`src/rtl/blkmap_pkg.sv`:
```
package blkmap_pkg;
  typedef enum logic [1:0] {
    ST_IDLE = 2'd0,
    ST_WORK = 2'd1,
    ST_SCAN = 2'd2
  } bm_state_e;

  localparam logic OP_ALLOC = 1'b0;
  localparam logic OP_FREE  = 1'b1;
endpackage

```
`src/rtl/blkmap_sizer.sv`:
```
// Converts a byte size into a block count, an alignment step and a legality flag.
module blkmap_sizer #(
  parameter int SIZE_W    = 16,
  parameter int BLK_SHIFT = 8,
  parameter int LOG_W     = 5,
  parameter int SL_W      = 3
) (
  input  logic [SIZE_W-1:0] size,
  output logic              ok,
  output logic [SL_W-1:0]   step_log,
  output logic [LOG_W:0]    run_len
);
  localparam int WORD_BITS = 1 << LOG_W;

  logic [SIZE_W:0] sum;
  logic [SIZE_W:0] blocks;
  logic [31:0]     blocks32;
  logic            fits;

  always_comb begin
    sum      = {1'b0, size} + (SIZE_W+1)'((1 << BLK_SHIFT) - 1);
    blocks   = sum >> BLK_SHIFT;
    blocks32 = 32'(blocks);
    fits     = blocks32 <= 32'(WORD_BITS);
    ok       = (size != '0) && fits;
    run_len  = fits ? blocks[LOG_W:0] : (LOG_W+1)'(WORD_BITS);
    step_log = SL_W'(LOG_W);
    for (int i = LOG_W; i >= 0; i--) begin
      if (blocks32 <= (32'd1 << i)) step_log = SL_W'(i);
    end
  end
endmodule

```
`src/rtl/blkmap_runmask.sv`:
```
// Builds a run of len ones starting at bit pos, truncated at the word edge.
module blkmap_runmask #(
  parameter int LOG_W = 5
) (
  input  logic [LOG_W-1:0]        pos,
  input  logic [LOG_W:0]          len,
  output logic [(1<<LOG_W)-1:0]   mask
);
  localparam int WORD_BITS = 1 << LOG_W;

  for (genvar b = 0; b < WORD_BITS; b++) begin : g_bit
    localparam logic [LOG_W:0] BI = (LOG_W+1)'(b);
    assign mask[b] = ({1'b0, pos} <= BI) && ((BI - {1'b0, pos}) < len);
  end
endmodule

```
`src/rtl/blkmap_store.sv`:
```
// Occupancy map: one register word per map word, set or clear under a mask.
module blkmap_store #(
  parameter int WORDS     = 2,
  parameter int WORD_BITS = 32,
  parameter int WSEL_W    = 1
) (
  input  logic                              clk,
  input  logic                              rst_n,
  input  logic                              set_en,
  input  logic                              clr_en,
  input  logic [WSEL_W-1:0]                 sel,
  input  logic [WORD_BITS-1:0]              mask,
  output logic [WORDS-1:0][WORD_BITS-1:0]   map_q
);
  for (genvar w = 0; w < WORDS; w++) begin : g_word
    logic hit_w;
    assign hit_w = (sel == WSEL_W'(w));
    always_ff @(posedge clk or negedge rst_n) begin
      if (!rst_n) begin
        map_q[w] <= '0;
      end else if (hit_w && set_en) begin
        map_q[w] <= map_q[w] | mask;
      end else if (hit_w && clr_en) begin
        map_q[w] <= map_q[w] & ~mask;
      end
    end
  end
endmodule

```
`src/rtl/blkmap_alloc.sv`:
```
module blkmap_alloc
  import blkmap_pkg::*;
#(
  parameter int MEM_BYTES = 16384,
  parameter int MAP_WORDS = 2,
  parameter int WORD_BITS = 32,
  parameter int SIZE_W    = 16
) (
  input  logic                                    clk,
  input  logic                                    rst_n,
  input  logic                                    req_valid,
  input  logic                                    req_op,
  input  logic [SIZE_W-1:0]                       req_size,
  input  logic [$clog2(MEM_BYTES):0]              req_offset,
  output logic                                    busy,
  output logic                                    done,
  output logic [$clog2(MEM_BYTES):0]              result_offset
);
  localparam int TOTAL_BLKS  = MAP_WORDS * WORD_BITS;
  localparam int BLOCK_BYTES = MEM_BYTES / TOTAL_BLKS;
  localparam int BLK_SHIFT   = $clog2(BLOCK_BYTES);
  localparam int LOG_W       = $clog2(WORD_BITS);
  localparam int SL_W        = $clog2(LOG_W + 1);
  localparam int WSEL_W      = (MAP_WORDS > 1) ? $clog2(MAP_WORDS) : 1;
  localparam int OFS_W       = $clog2(MEM_BYTES) + 1;

  bm_state_e             state_q, state_d;
  logic                  op_q, op_d;
  logic                  ok_q, ok_d;
  logic [SL_W-1:0]       steplog_q, steplog_d;
  logic [LOG_W:0]        run_q, run_d;
  logic [WSEL_W-1:0]     word_q, word_d;
  logic [LOG_W-1:0]      pos_q, pos_d;
  logic                  inrng_q, inrng_d;
  logic                  done_q, done_d;
  logic [OFS_W-1:0]      res_q, res_d;

  logic                  sz_ok;
  logic [SL_W-1:0]       sz_steplog;
  logic [LOG_W:0]        sz_run;
  logic [WORD_BITS-1:0]  run_mask;
  logic [MAP_WORDS-1:0][WORD_BITS-1:0] map_q;
  logic                  set_en, clr_en;

  logic [OFS_W-1:0]      idx_in;
  logic [OFS_W-1:0]      word_in;
  logic [LOG_W:0]        step;
  logic [LOG_W:0]        nxt_pos;
  logic                  last_word;
  logic                  hit;
  logic [OFS_W-1:0]      cand_ofs;

  blkmap_sizer #(
    .SIZE_W(SIZE_W), .BLK_SHIFT(BLK_SHIFT), .LOG_W(LOG_W), .SL_W(SL_W)
  ) u_sizer (
    .size(req_size), .ok(sz_ok), .step_log(sz_steplog), .run_len(sz_run)
  );

  blkmap_runmask #(.LOG_W(LOG_W)) u_mask (
    .pos(pos_q), .len(run_q), .mask(run_mask)
  );

  blkmap_store #(
    .WORDS(MAP_WORDS), .WORD_BITS(WORD_BITS), .WSEL_W(WSEL_W)
  ) u_store (
    .clk(clk), .rst_n(rst_n), .set_en(set_en), .clr_en(clr_en),
    .sel(word_q), .mask(run_mask), .map_q(map_q)
  );

  // Derived values for the decode and search steps
  always_comb begin
    idx_in    = req_offset >> BLK_SHIFT;
    word_in   = idx_in >> LOG_W;
    step      = (LOG_W+1)'(1) << steplog_q;
    nxt_pos   = {1'b0, pos_q} + step;
    last_word = (word_q == WSEL_W'(MAP_WORDS - 1));
    hit       = (map_q[word_q] & run_mask) == '0;
    cand_ofs  = OFS_W'({word_q, pos_q}) << BLK_SHIFT;
  end

  // Next-state logic
  always_comb begin
    state_d   = state_q;
    op_d      = op_q;
    ok_d      = ok_q;
    steplog_d = steplog_q;
    run_d     = run_q;
    word_d    = word_q;
    pos_d     = pos_q;
    inrng_d   = inrng_q;
    res_d     = res_q;
    done_d    = 1'b0;
    set_en    = 1'b0;
    clr_en    = 1'b0;
    unique case (state_q)
      ST_IDLE: begin
        if (req_valid) begin
          op_d      = req_op;
          ok_d      = sz_ok;
          steplog_d = sz_steplog;
          run_d     = sz_run;
          state_d   = ST_WORK;
          if (req_op == OP_FREE) begin
            word_d  = word_in[WSEL_W-1:0];
            pos_d   = idx_in[LOG_W-1:0];
            inrng_d = word_in < OFS_W'(MAP_WORDS);
            res_d   = idx_in << BLK_SHIFT;
          end else begin
            word_d  = '0;
            pos_d   = '0;
            inrng_d = 1'b1;
          end
        end
      end
      ST_WORK: begin
        if (op_q == OP_FREE) begin
          clr_en  = inrng_q;
          done_d  = 1'b1;
          state_d = ST_IDLE;
        end else if (!ok_q) begin
          res_d   = OFS_W'(MEM_BYTES);
          done_d  = 1'b1;
          state_d = ST_IDLE;
        end else begin
          state_d = ST_SCAN;
        end
      end
      ST_SCAN: begin
        if (hit) begin
          set_en  = 1'b1;
          res_d   = cand_ofs;
          done_d  = 1'b1;
          state_d = ST_IDLE;
        end else if (nxt_pos[LOG_W]) begin
          if (last_word) begin
            res_d   = OFS_W'(MEM_BYTES);
            done_d  = 1'b1;
            state_d = ST_IDLE;
          end else begin
            word_d = word_q + 1'b1;
            pos_d  = '0;
          end
        end else begin
          pos_d = nxt_pos[LOG_W-1:0];
        end
      end
      default: state_d = ST_IDLE;
    endcase
  end

  // State registers
  always_ff @(posedge clk or negedge rst_n) begin
    if (!rst_n) begin
      state_q   <= ST_IDLE;
      op_q      <= OP_ALLOC;
      ok_q      <= 1'b0;
      steplog_q <= '0;
      run_q     <= '0;
      word_q    <= '0;
      pos_q     <= '0;
      inrng_q   <= 1'b0;
      done_q    <= 1'b0;
      res_q     <= '0;
    end else begin
      state_q   <= state_d;
      op_q      <= op_d;
      ok_q      <= ok_d;
      steplog_q <= steplog_d;
      run_q     <= run_d;
      word_q    <= word_d;
      pos_q     <= pos_d;
      inrng_q   <= inrng_d;
      done_q    <= done_d;
      res_q     <= res_d;
    end
  end

  assign busy          = (state_q != ST_IDLE);
  assign done          = done_q;
  assign result_offset = res_q;
endmodule


```
`config.mk`:
```
export PLATFORM = sky130hd
export DESIGN_NAME = blkmap_alloc
export DESIGN_NICKNAME = d
export VERILOG_FILES = /design/src/rtl/blkmap_pkg.sv /design/src/rtl/blkmap_sizer.sv /design/src/rtl/blkmap_runmask.sv /design/src/rtl/blkmap_store.sv /design/src/rtl/blkmap_alloc.sv
export SDC_FILE = /design/constraint.sdc
export NUM_CORES = 1
export LEC_CHECK = 0
export ABC_AREA = 1
export BUFFER_PORTS_ARGS = -buffer_cell sky130_fd_sc_hd__buf_4
export CORE_MARGIN = 3
export CORE_UTILIZATION = 60
export DETAILED_ROUTE_END_ITERATION = 8
export PLACE_DENSITY = 0.78
export SLEW_MARGIN = 20
export SYNTH_ARGS = -nofsm -noshare
export SYNTH_HDL_FRONTEND = slang
export SYNTH_SLANG_ARGS = --single-unit
```
`constraint.sdc`:
```
create_clock -name clk -period 4.3 [get_ports clk]
set_clock_uncertainty 0.05 [all_clocks]
set_input_delay 0.645 -clock clk [delete_from_list [all_inputs] [get_ports clk]]
set_output_delay 0.645 -clock clk [all_outputs]
set_load 0.05 [all_outputs]
```
==> impl_metrics.yaml, run 1 <==
grt:
  grt_first_pass_wirelength_um: 41900
  grt-busiest-layer: "met2"
  gr-usage-all-layers_pct: 28.8
  use_met2_pct: 47.7
  antenna_found_initial: 0
  met1_usage_pct: 39.8
  globalRouteOverflowTotal: 0
  grt_pass1_vias: 8718
  grt_use_met3_pct: 3.44
  grt_max_degree: 70
setup_path:
  cp.buffers_inverters: 3
  crit_path_max_fanout: 64
  end_kind: "flop"
  crit_path_frequent_cell: "nand2_1"
  cp.required_ns: 4.50
  critical_path.max_stage_delay_ns: 0.41
  reg2reg_from: "pos_q[2]"
  critPathKind: "reg -> reg"
  critPathSlowestCell: "ha_1"
  crit_chain: "inv_1 > ha_1 > nand2_1 > xor2_1 > inv_1 > ha_1 > nand2_1 > nor2_1 > nand2_1 > nand3_1 > nand2_1 > nor2_1 > nand2_1 > nor2_2 > nand2_4 > o21bai_4 > buf_12 > nand3_1 > nand2_1 > nand2_1"
  crit_family: "simple AND/OR/NAND/NOR gates"
  reg2reg_slack_ns: 0.46
  critPathArrivalTime_ns: 4.04
  rr_worst_depth: 20
  startpoint_type: "flop"
  crit_path_start: "pos_q[2]"
  crit_cells: 20
floorplan:
  row_count: 45
  die_y_um: 132
  io_pins: 52
  initial_core_util_pct: 62.1
  coreArea_um2: 15400
  die_x_um: 132
  die-area_um2: 17500
synthesis:
  syn_avg_cell_area_um2: 6.39
  ys.flop_type: "dfrtp_1"
  netlist.area_leader.share_pct: 24.2
  ys_types: 40
  async_flop_share_pct: 100
  netlist_top_cells_area: "nand2_1 24%, dfrtp_1 24%, ha_1 17%"
  syn_inst: 1498
  ys_warn_count: 0
  ys_seq_elements: 92
  synth_area_um2: 9570
  yosysSeqAreaShare_pct: 24.0
  synth.most_common_cell: "nand2_1"
  yosysTopAreaCell: "nand2_1"
  synth_common_cells: "617 x nand2_1, 160 x inv_1, 135 x nand3_1"
  synth-edff-count: 0
pwr:
  p_leak_nw: 5.87
  p_comb_share_pct: 74.3
  sw_frac_of_total_pct: 56.2
  internal_power_w: 0.00372
  ir_drop_mv: 0.558
  switchingPower_w: 0.00476
  seqPwrFrac_pct: 15.6
  power-per-cell-area_nw_per_um2: 825
  pwr-share-clk_pct: 10.1
sta:
  fmax_ghz: 0.260
  post-route-period-util_pct: 89.4
  hold_slack_ns: 0.339
  finalSetupViolations: 0
  worstMarginPinSlew_ns: 0.907
  rsz0062_at_grt: "false"
  slew_violations: 0
  final-hold-violation-count: 0
  finalWorstSetupSlack_ns: 0.457
  final.min_clock_period_ns: 3.84
  setup_tns_ns: 0
  relSlewSlack_pct: 39.5
cells_and_area:
  post-route-util_pct: 66.6
  fillers: 1513
  area_delta_synth_final_pct: 7.25
  nets: 1680
  drive_above_1_share_pct: 5.86
  antenna_cells: 0
placement:
  globalplace.congestion: 1.01
  pre_cts_ws_ns: 0.512
  portBuffers: 35
  dp_hpwl_um: 18400
clock_tree:
  postCtsHoldBufs: 0
  clockRootBuffer: "clkbuf_16"
  clock_path_buffers: 2
  cts_setup_buffers: 0
  htreeDepth: 3
  cts_tree: "built"
  clock_latency_ns: 0.36
  cts.clk_slew.worst_paths_ns: 0.07
  cts_resized: 0
  cts_sinks: 92
  cts_made_buffers: 9
detailed_routing:
  drt-total-wl_um: 24900
  num_vias: 9311
  wl_per_cell_um: 14.4
  drt_iter0_drc: 661
  viasPerCell: 5.39
  drc: 0
  drtPass1Iterations: 5
  ant_nets: 0
worst_hold_path:
  hp-class: "in -> async"
run_status:
  status: "completed"
job:
  maxCapViolations: 0
-- power groups by stage --
stage	registers (W)	logic [W]	clock network [W]
after global placement	0.00132	0.00601	0
after floorplan	0.00142	0.00468	0
after detailed placement	0.00133	0.00618	0
after CTS	0.00132	0.00624	0.000871
after global routing	0.00136	0.00718	0.000905
final	0.00132	0.00630	0.000855
-- how the worst min path moves through the flow --
| stage | from | end | slack (ns) | cells after the start |
|---|---|---|---|---|
| after floorplan | rst_n | async pin | 0.30 | 0 |
| after global placement | flop | flop | 0.40 | 2 |
| after detailed placement | flop | flop | 0.41 | 2 |
| after CTS | rst_n | async pin | 0.39 | 1 |
| after global routing | rst_n | async pin | 0.41 | 1 |
| final | rst_n | async pin | 0.34 | 1 |
-- area by class of cell --
cell class	count	area, um^2	area share [%]
clock buffers	9	225	2.19
multi-input cells	1194	6340	61.7
well taps	211	264	2.57
inverters	163	613	5.97
repair buffers	53	435	4.24
clock inverters	7	87.6	0.853
flip-flops and latches	92	2300	22.4
-- stage by stage --
stage               total power (W)  instances  instance area (um^2)
floorplan                   0.00610       1505                  9600
global placement            0.00733       1713                  9950
detailed placement          0.00752       1713                  9950
CTS                         0.00843       1729                 10300
global route                0.00944       1729                 10300
finish                      0.00847       1729                 10300
-- cells by family after synthesis --
kind of cell	count (synthesis)	synth area share, %
simple gates	930	40.6
flops	92	24.0
xor+xnor	21	1.92
buf+inv	219	10.1
other cells	1	0.0392
fa+ha+maj	132	17.3
compound gates	103	5.93
-- placed cells by master (no fill, tap or decap), types with 3 or more instances in the layout --
master / synthesis / layout
o21ai_0: 27 / 27
nor3_1: 17 / 17
buf_12: 0 / 3
nand3_1: 135 / 135
ha_1: 131 / 131
and2_1: 16 / 16
nand2_2: 3 / 3
nand2_1: 617 / 617
nor2_1: 94 / 94
a31oi_1: 4 / 4
or2_2: 4 / 4
xor2_1: 17 / 17
conb_1: 1 / 8
dfrtp_1: 92 / 91
a21oi_1: 56 / 56
nand4_1: 19 / 19
and3_1: 15 / 15
nand2_4: 3 / 3
o21a_1: 4 / 4
inv_1: 160 / 160
a32oi_1: 3 / 3
xnor2_1: 4 / 4
clkbuf_16: 0 / 9
buf_4: 10 / 50
-- layer usage --
layer	routed length, um	vias up
li1	-	4755
met1	11300	4226
met2	11500	290
met3	1530	40
met4	635	0
met5	0	-
-- worst register-to-register path, stage by stage, from the launching register on --
cell	delay, ns
dfrtp_1	0.38
inv_1	0.38
ha_1	0.42
nand2_1	0.11
xor2_1	0.30
inv_1	0.08
ha_1	0.29
nand2_1	0.07
nor2_1	0.10
nand2_1	0.07
nand3_1	0.14
nand2_1	0.12
nor2_1	0.11
nand2_1	0.07
nor2_2	0.14
nand2_4	0.14
o21bai_4	0.16
buf_12	0.25
nand3_1	0.20
nand2_1	0.10
nand2_1	0.06
(Power assumes the default switching activity.)
==> run 2: changes to the inputs <==
--- a/config.mk
+++ b/config.mk
@@ -9,8 +9,10 @@
 export BUFFER_PORTS_ARGS = -buffer_cell sky130_fd_sc_hd__buf_4
 export CORE_MARGIN = 3
 export CORE_UTILIZATION = 60
+export CTS_CLUSTER_SIZE = 12
 export DETAILED_ROUTE_END_ITERATION = 8
 export PLACE_DENSITY = 0.78
+export RECOVER_POWER = 100
 export SLEW_MARGIN = 20
 export SYNTH_ARGS = -nofsm -noshare
 export SYNTH_HDL_FRONTEND = slang
==> run 2 against run 1 <==
Compared with the run above:
- global-route usage did not move
- critical path type unchanged
- fmax decreased by 1.3%
- die area unchanged
- register-to-register slack got worse by 0.05 ns
- non-clock buffer count is the same
- first-iteration DRC count down 6.1%
- design area decreased by 0.41%
- cell count unchanged
- the flow now finishes with violations (capacitance limit, slew limit)
==> impl_metrics.yaml, run 2 (same netlist as run 1, synthesis figures left out) <==
run_status:
  status: "finished, violations left"
  violations: "capacitance limit, slew limit"
setup_path:
  startpoint_type: "flop"
  end_kind: "flop"
  cp.required_ns: 4.50
  critical_path.max_stage_delay_ns: 0.44
  critPathKind: "reg -> reg"
  crit_path_frequent_cell: "nand2_1"
  critPathSlowestCell: "ha_1"
  reg2reg_slack_ns: 0.41
  reg2reg_from: "pos_q[2]"
  critPathArrivalTime_ns: 4.09
  rr_worst_depth: 21
  crit_path_max_fanout: 64
  crit_chain: "inv_1 > ha_1 > inv_1 > nand2_1 > xor2_1 > inv_1 > ha_1 > nand2_1 > nor2_1 > nand2_1 > nand4_1 > nand2_1 > nor2_1 > nand2_1 > nor2_1 > nand2_4 > o21bai_4 > buf_12 > nand3_1 > nand2_1 > nand2_1"
pwr:
  ir_drop_mv: 0.543
  power-per-cell-area_nw_per_um2: 826
  p_leak_nw: 5.83
clock_tree:
  cts_resized: 0
  cts_made_buffers: 9
  cts.clk_slew.worst_paths_ns: 0.08
  clock_path_buffers: 2
  cts_tree: "built"
  postCtsHoldBufs: 0
  cts_sinks: 92
  clockRootBuffer: "clkbuf_16"
  clock_latency_ns: 0.36
  htreeDepth: 3
  cts_setup_buffers: 0
cells_and_area:
  nets: 1680
  post-route-util_pct: 66.3
  instances_no_fill: 1729
  drive_above_1_share_pct: 5.14
  layout_commonest_cell: "nand2_1"
  post-route-cell-area_um2: 10200
  final_cell_mix: "617 x nand2_1, 160 x inv_1, 135 x nand3_1"
  area_delta_synth_final_pct: 6.81
  antenna_cells: 0
worst_hold_path:
  min-delay-start: "req_offset[14]"
  hp-class: "in -> reg"
  hold_path_depth: 2
  min_delay_worst_endpoint: "inrng_q"
sta:
  post-route-period-util_pct: 90.6
  final.min_clock_period_ns: 3.89
  fmax_ghz: 0.257
  finalSetupViolations: 0
  worstMarginPinSlew_ns: 1.78
  hold_slack_ns: 0.423
  setup_tns_ns: 0
  rsz0062_at_grt: "false"
  slew_violations: 70
  relSlewSlack_pct: -18.8
  final-hold-violation-count: 0
floorplan:
  coreArea_um2: 15400
  io_pins: 52
  row_count: 45
  initial_core_util_pct: 62.1
  die_y_um: 132
  die_x_um: 132
  die-area_um2: 17500
grt:
  antenna_found_initial: 0
  grt_pass1_vias: 8718
  grt_first_pass_wirelength_um: 41900
  grt_max_degree: 70
  globalRouteOverflowTotal: 0
  gr-usage-all-layers_pct: 28.8
placement:
  placed_cell_area_um2: 9950
  globalplace.congestion: 1.01
  portBuffers: 35
  dp.cells: 1713
  dp_hpwl_um: 18400
detailed_routing:
  drc: 0
  ant_nets: 0
  drt_iter0_drc: 621
  drt-total-wl_um: 24800
  wl_per_cell_um: 14.4
  viasPerCell: 5.38
  drtPass1Iterations: 5
  num_vias: 9294
job:
  maxCapViolations: 1
run 2: cell count changes in the layout (fill, tap and decap cells not counted), sizes merged:
cell    change
buf        -12
clkbuf     +12
run 2: area by class of cell:
| class | count | area [um^2] |
|---|---|---|
| clock inverters | 7 | 87.6 |
| repair buffers | 53 | 395 |
| flip-flops and latches | 92 | 2300 |
| clock buffers | 9 | 225 |
| inverters | 163 | 613 |
| well taps | 211 | 264 |
| fillers | 1525 | 5200 |
| multi-input cells | 1194 | 6340 |
run 2: stage by stage:
stage	power, W	setup slack, ns
floorplan	0.00610	0.749
global placement	0.00733	0.616
detailed placement	0.00752	0.512
CTS	0.00843	0.529
global route	0.00940	0.0653
finish	0.00844	0.406
run 2: worst max path at each step:
stage	to	from
after floorplan	flop	pos_q[2]
after global placement	flop	pos_q[2]
after detailed placement	flop	pos_q[2]
after CTS	flop	pos_q[2]
after global routing	flop	pos_q[2]
final	flop	pos_q[2]
run 2: power breakdown:
group	internal [W]	total (W)	switching [W]
Combinational	0.00206	0.00627	0.00421
Sequential	0.00115	0.00132	0.000166
Clock	0.000466	0.000855	0.000389
Total	0.00368	0.00844	0.00476
run 2: routing by layer:
layer,wire length (um),share of wire [%],GRT usage (%),up-vias
met5,0,0,0,-
met4,639,2.6,8.55,0
met3,1280,5.1,3.44,44
met2,11400,46,47.7,257
met1,11500,46,39.8,4236
li1,-,-,-,4757
run 2: critical path: cells and delay by family, from the launching register on:
family | cells | cell delay [ns]
xor gates and xnor gates | 1 | 0.19
DFF | 1 | 0.38
AOI/OAI and AO/OA | 1 | 0.16
buffers and inverters | 4 | 0.88
and+or+nand+nor | 13 | 1.31
adders and majority gates | 2 | 0.71
